## src/rtl/pair_ldst_seq.sv

```systemverilog
module pair_ldst_seq #(
  parameter int AW = 32,
  parameter int BEAT_BYTES = 8
) (
  input  logic          clk,
  input  logic          rst,
  input  logic          req_valid,
  input  logic          req_neg_ofs,
  input  logic          req_load,
  input  logic          req_wb,
  input  logic [AW-1:0] req_addr,
  output logic          busy,
  output logic          issue_stall,
  output logic          mem_valid,
  output logic          mem_write,
  output logic [AW-1:0] mem_addr,
  input  logic          mem_ready,
  output logic          rt_ready,
  output logic          rt2_ready,
  output logic          base_ready
);
  localparam int OFS = $clog2(BEAT_BYTES);
  localparam int LW  = AW - OFS;

  logic          busy_q, neg_q, load_q, wb_q, unal_q;
  logic [LW-1:0] line_q;
  logic [2:0]    cyc;
  logic [2:0]    last_iss, stall_end, strobe_c, end_c;
  logic          beat1, freeze;

  assign last_iss  = neg_q ? 3'd2 : 3'd0;
  assign stall_end = last_iss + {2'b0, unal_q | wb_q};
  assign strobe_c  = last_iss + 3'd2;
  assign end_c     = (load_q | wb_q) ? strobe_c + {2'b0, load_q & unal_q}
                                     : last_iss + {2'b0, unal_q};

  assign beat1       = unal_q && cyc == last_iss + 3'd1;
  assign busy        = busy_q;
  assign issue_stall = busy_q && cyc < stall_end;
  assign mem_valid   = busy_q && (cyc == last_iss || beat1);
  assign mem_write   = !load_q;
  assign mem_addr    = {line_q + {{(LW-1){1'b0}}, beat1}, {OFS{1'b0}}};
  assign freeze      = mem_valid && !mem_ready;

  assign rt_ready   = busy_q && load_q && cyc == strobe_c;
  assign rt2_ready  = busy_q && load_q && cyc == strobe_c + {2'b0, unal_q};
  assign base_ready = busy_q && wb_q && cyc == strobe_c;

  always_ff @(posedge clk) begin
    if (rst) begin
      busy_q <= 1'b0;
      neg_q  <= 1'b0;
      load_q <= 1'b0;
      wb_q   <= 1'b0;
      unal_q <= 1'b0;
      line_q <= '0;
      cyc    <= '0;
    end else if (!busy_q) begin
      if (req_valid) begin
        busy_q <= 1'b1;
        neg_q  <= req_neg_ofs;
        load_q <= req_load;
        wb_q   <= req_wb;
        unal_q <= |req_addr[OFS-1:0];
        line_q <= req_addr[AW-1:OFS];
        cyc    <= '0;
      end
    end else if (!freeze) begin
      if (cyc == end_c) busy_q <= 1'b0;
      else              cyc    <= cyc + 3'd1;
    end
  end

  AST_BEAT_HOLD: assert property (@(posedge clk) disable iff (rst)
    mem_valid && !mem_ready |=> mem_valid && $stable(mem_addr));
  AST_RT_PULSE: assert property (@(posedge clk) disable iff (rst)
    rt_ready |=> !rt_ready);
  AST_RT2_STAGGER: assert property (@(posedge clk) disable iff (rst)
    rt2_ready && !rt_ready |-> $past(rt_ready));
  AST_BASE_NEEDS_WB: assert property (@(posedge clk) disable iff (rst)
    base_ready |-> wb_q);
  AST_STORE_NO_DATA: assert property (@(posedge clk) disable iff (rst)
    mem_valid && mem_write |-> !rt_ready && !rt2_ready);
  AST_STALL_IN_BUSY: assert property (@(posedge clk) disable iff (rst)
    issue_stall |-> busy);
  AST_IDLE_AFTER_RST: assert property (@(posedge clk) disable iff (rst)
    $past(rst) |-> !busy && !mem_valid);
endmodule

```

## config.mk

```make
export PLATFORM = sky130hd
export DESIGN_NAME = pair_ldst_seq
export DESIGN_NICKNAME = d
export VERILOG_FILES = /design/src/rtl/pair_ldst_seq.sv
export SDC_FILE = /design/constraint.sdc
export NUM_CORES = 1
export LEC_CHECK = 0
export BUFFER_PORTS_ARGS = -buffer_cell sky130_fd_sc_hd__buf_2
export CORE_MARGIN = 5
export CORE_UTILIZATION = 49
export CTS_CLUSTER_SIZE = 40
export DETAILED_ROUTE_END_ITERATION = 8
export GPL_TIMING_DRIVEN = 0
export PLACE_DENSITY = 0.79
export SLEW_MARGIN = 30
export SYNTH_ARGS = -nofsm -noshare
export SYNTH_HDL_FRONTEND = slang
export SYNTH_SLANG_ARGS = --single-unit
export TNS_END_PERCENT = 5
```

## constraint.sdc

```tcl
create_clock -name clk -period 3.2 [get_ports clk]
set_clock_uncertainty 0.05 [all_clocks]
set_input_delay 0.32 -clock clk [delete_from_list [all_inputs] [get_ports clk]]
set_output_delay 0.32 -clock clk [all_outputs]
set_load 0.05 [all_outputs]
```

==> results.md, run 1 <==
* DIE WIDTH at 76.0 um
* WL final at 5720 um
* Min-Delay Startpoint: req_neg_ofs
* Die Span Y at 76.0 um
* Detailed router's first-iteration violation count at 128
* CTS root buf: clkbuf_8
* Share of cells above drive strength 1 at 29.3%
* Fin crit period at 3.11 ns
* CTS tree: done
* Via Count at 2221
* #FFs+latches synth at 37
* Final std cells w/o fill at 421
* Final ANT Viol Nets at 0
* Cells after synthesis at 279
* Skew-Pair Late Insertion Delay at 0.28 ns
* Post-DP Area at 2570 um2
* Dpl cells at 406
* Starting Density at 49.7%
* R2R Setup Slk at 1.12 ns
* GPL Wtd Cong at 0.878
* Num CTS Buffers at 5
* Netlist Area Pre-Place at 2140 um2
* # DRC at 0
* WP data arrival at 2.74 ns
* CP Class: flip-flop to output port
* Design area at 2770 um2
* Power Dens Cells at 422 nW/um2
* Critical path fanouts, max at 4
* Outcome: completed
* TNS Setup at 0 ns
* Router iterations before antenna repair at 4
* All-layer global routing usage at 19.3%
* Max-Cap Viols at 0
* DP HPWL at 4130 um
* Critical path capture point type: output port
* I/O Pins at 78
* Total die area at 5780 um2
* Hold crit path type: input pin to flip-flop
* Worst VDD drop at 0.221 mV
* Crit path to: mem_addr[31]
* Crit path launch type: flip-flop
* Routed len/inst at 13.6 um
* Nets at 414
* Antenna Cells at 0
* Fmax at 322 MHz
* Cell row count at 24
* Vias per inst at 5.28
* Initial antenna violation count at 0
* Area Growth Syn to Fin at 29.9%
* H-tree depth at 2
* FF-to-FF path depth at 6
* Port bufs at 73
* Least-Margin Pin Slew at 0.541 ns
* Register area share after synthesis at 34.7%
* Synth Area per Inst at 7.66 um2
* RSZ-0062 raised after global routing: yes
* Leak pwr at 1.29 nW
* Fillers at 375
* Max Root-Sink Buffers at 2
* Worst-path clk slew at 0.07 ns
* Sink Count at 37
* Crit path required time at 2.83 ns
* YS warnings at 0
* Pin count of the biggest net entering global routing at 11
* Vias in the first global route at 2061
* Critical path origin: neg_q
* Rel. slew slack at 63.6%
* Final Hold Vio Count at 0
* Core Area at 4290 um2
* Global-route wire length before repair at 9370 um
* Worst R2R Start: wb_q
* FF-to-FF End: cyc[0]
* Pins Over Slew Limit at 0
* Fin crit share at 97.2%
* Distinct cells, synth at 41
* Final setup vio count at 0
* Grt ovf at 0
what timing repair did:
| action | CTS | global route |
|---|---|---|
| hold buffers | 0 | 0 |
| setup endpoints to repair | 6 | 13 |
| hold endpoints to repair | 0 | 0 |
| resized for setup | 6 | 7 |
| buffers inserted | 1 | 7 |
| pin swaps | 2 | 5 |
| gates cloned | 0 | 0 |
worst min path at each step:
stage	endpoint	slack, ns	cells after the start
finish	neg_q	0.21	3
global route	line_q[26]	0.20	2
CTS	line_q[21]	0.21	3
detailed placement	line_q[0]	0.43	2
global placement	line_q[0]	0.42	2
floorplan	line_q[28]	0.40	2
stage by stage:
step	power (mW)	hold WS (ns)	utilization, %	worst slack, ns
global route	1.23	0.205	64.6	-0.0991
finish	1.17	0.214	64.6	0.0896
global placement	0.843	0.420	60.0	0.107
CTS	1.17	0.209	62.5	0.0311
floorplan	0.764	0.399	-	-0.000320
detailed placement	0.847	0.430	60.0	0.0626
cell usage in the layout (no fill, tap or decap), types with 2 or more instances in the layout:
cell and instances:
buf_2 71, nand2b_1 2, a21oi_1 35, conb_1 3, nor3_1 3, nand2_1 77, ha_1 4, inv_1 3
o21ai_1 2, nand3_1 11, nand3_2 2, nor2_1 9, xnor2_1 17, and2_1 2, buf_4 14, nor4_1 4
dfxtp_1 36, nand4_1 9, and3_1 11, clkbuf_1 10, xor2_1 12, clkbuf_8 7
cell families after synthesis:
| family | Yosys count | synth area share [%] |
|---|---|---|
| buffers and inverters | 18 | 4.45 |
| other | 1 | 0.176 |
| XOR/XNOR | 30 | 12.3 |
| flip-flops | 37 | 34.7 |
| adder cells (fa/ha/maj) | 6 | 3.51 |
| AO/OA/AOI/OAI | 44 | 12.0 |
| AND/OR/NAND/NOR | 143 | 32.9 |
synthesized netlist by cell type (all sizes together):
| master | count | share of area, % |
|---|---|---|
| dfxtp | 37 | 35 |
| dlygate4sd1 | 1 | 0.41 |
| and2b | 1 | 0.47 |
| or2 | 1 | 0.29 |
| a2111oi | 2 | 1.7 |
| o31ai | 1 | 0.35 |
| and4bb | 1 | 0.59 |
| nand3 | 13 | 3.3 |
| or4 | 1 | 0.35 |
| a211oi | 1 | 0.35 |
| nor3 | 5 | 1.4 |
| or3 | 1 | 0.29 |
| o21ai | 3 | 0.70 |
| xnor2 | 18 | 7.4 |
| a21oi | 35 | 8.2 |
| inv | 3 | 0.53 |
| buf | 4 | 1.3 |
| conb | 1 | 0.18 |
| and2 | 2 | 0.59 |
| and3 | 12 | 3.5 |
| o21bai | 1 | 0.35 |
| nor4 | 4 | 1.2 |
| clkbuf | 10 | 2.2 |
| nor2b | 1 | 0.29 |
| and4b | 1 | 0.53 |
| nand2 | 77 | 14 |
| nand2b | 3 | 1.2 |
| nand4 | 9 | 2.6 |
| a21o | 1 | 0.35 |
| nor2 | 9 | 1.6 |
| nand4b | 2 | 1.1 |
| ha | 6 | 3.5 |
| xor2 | 12 | 4.9 |
metal layers:
layer	wire length, um	global-route usage (%)	vias up
met1	2380	22.9	997
met5	0	0	-
met3	493	6.97	7
met2	2770	32.6	87
li1	-	-	1130
met4	76	5.52	0
worst max-delay path, cell delays in order (launching register included):
cell and delay [ns]:
dfxtp_2 0.36, inv_1 0.08, ha_4 0.28, and4b_2 0.24, ha_2 0.18, ha_1 0.17
nand3_2 0.13, nor3_4 0.25, and3_4 0.22, nand4_1 0.11, xnor2_1 0.19, buf_4 0.22
layout make-up:
type | instances | area [um2] | area share [%]
repair buffers | 81 | 433 | 15.6
flip-flops and latches | 37 | 742 | 26.7
plain buffers | 15 | 83.8 | 3.02
inverters | 3 | 11.3 | 0.406
clock buffers | 7 | 86.3 | 3.11
well taps | 52 | 65.1 | 2.35
multi-input cells | 226 | 1350 | 48.8
sequential cells by signal (all words and copies together) (netlist names):
signal  count
line_q     29
cyc         3
busy        1
load_q      1
neg_q       1
unal_q      1
wb_q        1
report_power, final:
| part | leakage [nW] | switching, mW | internal (mW) |
|---|---|---|---|
| clock network | 0.0443 | 0.154 | 0.171 |
| registers | 0.304 | 0.0442 | 0.491 |
| logic | 0.941 | 0.211 | 0.101 |
| total | 1.29 | 0.409 | 0.763 |
(Power assumes the default switching activity.)
==> run 2: changes to the inputs <==
--- a/config.mk
+++ b/config.mk
@@ -5,13 +5,14 @@
 export SDC_FILE = /design/constraint.sdc
 export NUM_CORES = 1
 export LEC_CHECK = 0
+export ABC_AREA = 1
 export BUFFER_PORTS_ARGS = -buffer_cell sky130_fd_sc_hd__buf_2
 export CORE_MARGIN = 5
-export CORE_UTILIZATION = 49
+export CORE_UTILIZATION = 51
 export CTS_CLUSTER_SIZE = 40
 export DETAILED_ROUTE_END_ITERATION = 8
 export GPL_TIMING_DRIVEN = 0
-export PLACE_DENSITY = 0.79
+export PLACE_DENSITY = 0.8
 export SLEW_MARGIN = 30
 export SYNTH_ARGS = -nofsm -noshare
 export SYNTH_HDL_FRONTEND = slang
==> run 2 against run 1 <==
Effect of this change:
- final cell count is 16% higher
- fmax is 3.0% higher
- design area is 4.9% higher
- highest routed layer unchanged
- count of clock-buffer cells in the layout stayed put
- worst setup slack better by 0.091 ns
- wire length is 15% higher
- area after synthesis is 11% higher
- first-iteration DRC count is 11% higher
- critical path type unchanged
- flip-flop and latch count stayed put
==> results.md, run 2 <==
* Via Count at 2488 (was 2221)
* Starting Density at 53.6% (was 49.7%)
* Max Root-Sink Buffers at 2 (unchanged)
* Dpl cells at 483 (was 406)
* Crit path launch type: flip-flop (unchanged)
* Min Hold Slack at 0.169 ns (was 0.214 ns)
* Register area share after synthesis at 31.3% (was 34.7%)
* Cts repair resizes at 0 (was 6)
* Max reg flops at 29 (unchanged)
* Met1 Usage GRT at 27.2% (was 22.9%)
* I/O Pins at 78 (unchanged)
* Power Dens Cells at 473 nW/um2 (was 422 nW/um2)
* Largest family of logic cells by synthesized area: simple AND/OR/NAND/NOR gates (unchanged)
* Vias in the first global route at 2372 (was 2061)
* Port bufs at 74 (was 73)
* Max-Cap Viols at 0 (unchanged)
* Detailed router's first-iteration violation count at 142 (was 128)
* Final std cells w/o fill at 490 (was 421)
* Num CTS Buffers at 5 (unchanged)
* Synth top area cells: dfxtp_1 31%, nor2_1 9.4%, nand2_1 9.2%, xor2_1 7.0%, o21ai_0 7.0% (was dfxtp_1 35%, nand2_1 14%, a21oi_1 8.2%, xnor2_1 7.4%, xor2_1 4.9%)
* TNS Setup at 0 ns (unchanged)
* Cell row count at 24 (unchanged)
* Critical path fanouts, max at 4 (unchanged)
* Antenna Cells at 0 (unchanged)
* GPL Wtd Cong at 0.935 (was 0.878)
* Post-synthesis xor/xnor area fraction at 9.99% (was 12.3%)
* Fin crit share at 94.4% (was 97.2%)
* Routed len/inst at 13.4 um (was 13.6 um)
* CTS root buf: clkbuf_8 (unchanged)
* Critical path capture point type: output port (unchanged)
* Fin crit period at 3.02 ns (was 3.11 ns)
* Synth Flop Type: dfxtp_1 (unchanged)
* Cells after synthesis at 355 (was 279)
* Met2 Resource Use GR at 36.3% (was 32.6%)
* Setup bufs post-CTS at 0 (was 1)
* GRT busiest layer: met2 (unchanged)
* Leak pwr at 1.38 nW (was 1.29 nW)
* CP Cell Sequence: inv_1 -> ha_1 -> nand2_1 -> nor3_2 -> ha_1 -> nand2_2 -> inv_2 -> nand2_2 -> nor2_4 -> nand2_2 -> nor2_4 -> nand2_1 -> xor2_1 -> buf_2 (was inv_1 -> ha_4 -> and4b_2 -> ha_2 -> ha_1 -> nand3_2 -> nor3_4 -> and3_4 -> nand4_1 -> xnor2_1 -> buf_4)
* Vias per inst at 5.08 (was 5.28)
* Most flops, register: line_q (unchanged)
* Most frequent cells in the layout: 77 x buf_2, 59 x nor2_1, 58 x nand2_1 (was 77 x nand2_1, 71 x buf_2, 36 x dfxtp_1)
* Fmax at 331 MHz (was 322 MHz)
* Asr flop ratio synth at 0% (unchanged)
* Router iterations before antenna repair at 4 (unchanged)
* Adder-Cell Fraction of Synth Area at 3.17% (was 3.51%)
* YS warnings at 0 (unchanged)
* Total die area at 6100 um2 (was 5780 um2)
* Area Growth Syn to Fin at 23.0% (was 29.9%)
* Share of cells above drive strength 1 at 26.9% (was 29.3%)
* Least-Margin Pin Slew at 0.514 ns (was 0.541 ns)
* Critical path's slowest cell: dfxtp_1 (was dfxtp_2)
* Most instantiated cells after synthesis: 59 x nor2_1, 58 x nand2_1, 38 x inv_1, 37 x dfxtp_1, 33 x o21ai_0 (was 77 x nand2_1, 37 x dfxtp_1, 35 x a21oi_1, 18 x xnor2_1)
* Hold crit path type: input pin to flip-flop (unchanged)
* # DRC at 0 (unchanged)
* DIE WIDTH at 78.1 um (was 76.0 um)
* Grt ovf at 0 (unchanged)
* Netlist Area Pre-Place at 2370 um2 (was 2140 um2)
* Skew-Pair Late Insertion Delay at 0.29 ns (was 0.28 ns)
* Nets at 483 (was 414)
* Core Area at 4410 um2 (was 4290 um2)
* Synth Area per Inst at 6.66 um2 (was 7.66 um2)
* Final ANT Viol Nets at 0 (unchanged)
* Mux share of post-synthesis cell area at 0% (unchanged)
* Worst VDD drop at 0.268 mV (was 0.221 mV)
* CP top delay family: simple AND/OR/NAND/NOR gates (unchanged)
* Die Span Y at 78.1 um (was 76.0 um)
* Outcome: completed (unchanged)
* Worst path most repeated cell: nand2_2
* Stages on worst setup path at 14 (was 11)
* Compound-Gate Fraction of Synth Area at 11.6% (was 12.0%)
* Final setup vio count at 0 (unchanged)
* Final Hold Vio Count at 0 (unchanged)
* Initial antenna violation count at 0 (unchanged)
* Largest area contributor in the netlist: dfxtp_1 (unchanged)
* Distinct cells, synth at 27 (was 41)
* Sink Count at 37 (unchanged)
* Post-synth EDFFs at 0 (unchanged)
* Synth top area share at 31.3% (was 34.7%)
* CP bufs+invs at 3 (was 2)
* WL final at 6590 um (was 5720 um)
* CTS tree: done (unchanged)
* Hold path cells at 2 (was 3)
* FF-to-FF path depth at 10 (was 6)
* GR Util met3 at 5.26% (was 6.97%)
* Pin count of the biggest net entering global routing at 11 (unchanged)
* Fraction of the mapped netlist area in simple logic gates at 33.6% (was 32.9%)
* Rel. slew slack at 65.7% (was 63.6%)
* CP Class: flip-flop to output port (unchanged)
* Most common cell in the netlist: nor2_1 (was nand2_1)
* WP data arrival at 2.65 ns (was 2.74 ns)
* Post-layout util at 65.9% (was 64.6%)
* H-tree depth at 2 (unchanged)
* Crit path required time at 2.83 ns (about the same)
* Commonest non-fill, non-tap cell in the layout: buf_2 (was nand2_1)
* Global-route wire length before repair at 10900 um (was 9370 um)
* Pins Over Slew Limit at 0 (unchanged)
* DP HPWL at 5260 um (was 4130 um)
* #FFs+latches synth at 37 (unchanged)
* Worst-path clk slew at 0.07 ns (about the same)
* Post-cts hold buffer count at 0 (unchanged)
* Total power at 1.38 mW (was 1.17 mW)
* Top flop regs: line_q x29, cyc x3 (unchanged)
* CP peak stage delay at 0.38 ns (was 0.36 ns)
* All-layer global routing usage at 21.9% (was 19.3%)
==> run 2: report_power, final <==
part,switching [mW],leakage [nW],internal (mW)
combinational,0.344,1.03,0.134
sequential,0.0475,0.307,0.510
clock,0.169,0.0443,0.171
==> run 2: cells by family (layout without fill, tap and decap cells) <==
family          count (synthesis)  count (layout)
flops                          37              37
buf+inv                        59             140
xor+xnor                       27              27
fa+ha+maj                       6               6
compound gates                 54              54
other cells                     1               3
simple gates                  171             171
==> run 2: final cells by class <==
| type | count | area [um2] |
|---|---|---|
| clock buffer | 7 | 86.3 |
| timing repair buffer | 74 | 375 |
| fill | 419 | 1500 |
| buffer | 14 | 70.1 |
| tap | 52 | 65.1 |
| inverter | 45 | 169 |
| multi-input combinational | 261 | 1400 |
| sequential | 37 | 741 |
==> run 2: through the flow <==
stage | instance area [um2] | setup slack, ns
global placement | 2810 | 0.436
global route | 2910 | -0.0350
detailed placement | 2810 | 0.385
finish | 2910 | 0.181
floorplan | 2370 | 0.328
CTS | 2900 | 0.0582
==> run 2: final timing paths <==
| kind | startpoint | endpoint | slack, ns |
|---|---|---|---|
| max | neg_q | mem_addr[22] | 0.18 |
| min | rst | unal_q | 0.17 |
| max reg2reg | neg_q | cyc[1] | 1.48 |
| min reg2reg | line_q[27] | line_q[27] | 0.46 |
==> run 2: per-layer routing <==
layer	vias up	wire, um
met2	92	3110
met3	16	574
met1	1093	2760
met5	-	0
met4	0	148
li1	1287	-
==> run 2: worst reg2reg max path: stages (launching register included) <==
cell and delay, ns:
dfxtp_1 0.38, inv_1 0.08, ha_1 0.31, inv_1 0.09, nor2_1 0.05, nand3_1 0.09
nor2_1 0.06, nor2_1 0.18, nand2_1 0.14, nor2_1 0.13, nor2_1 0.06
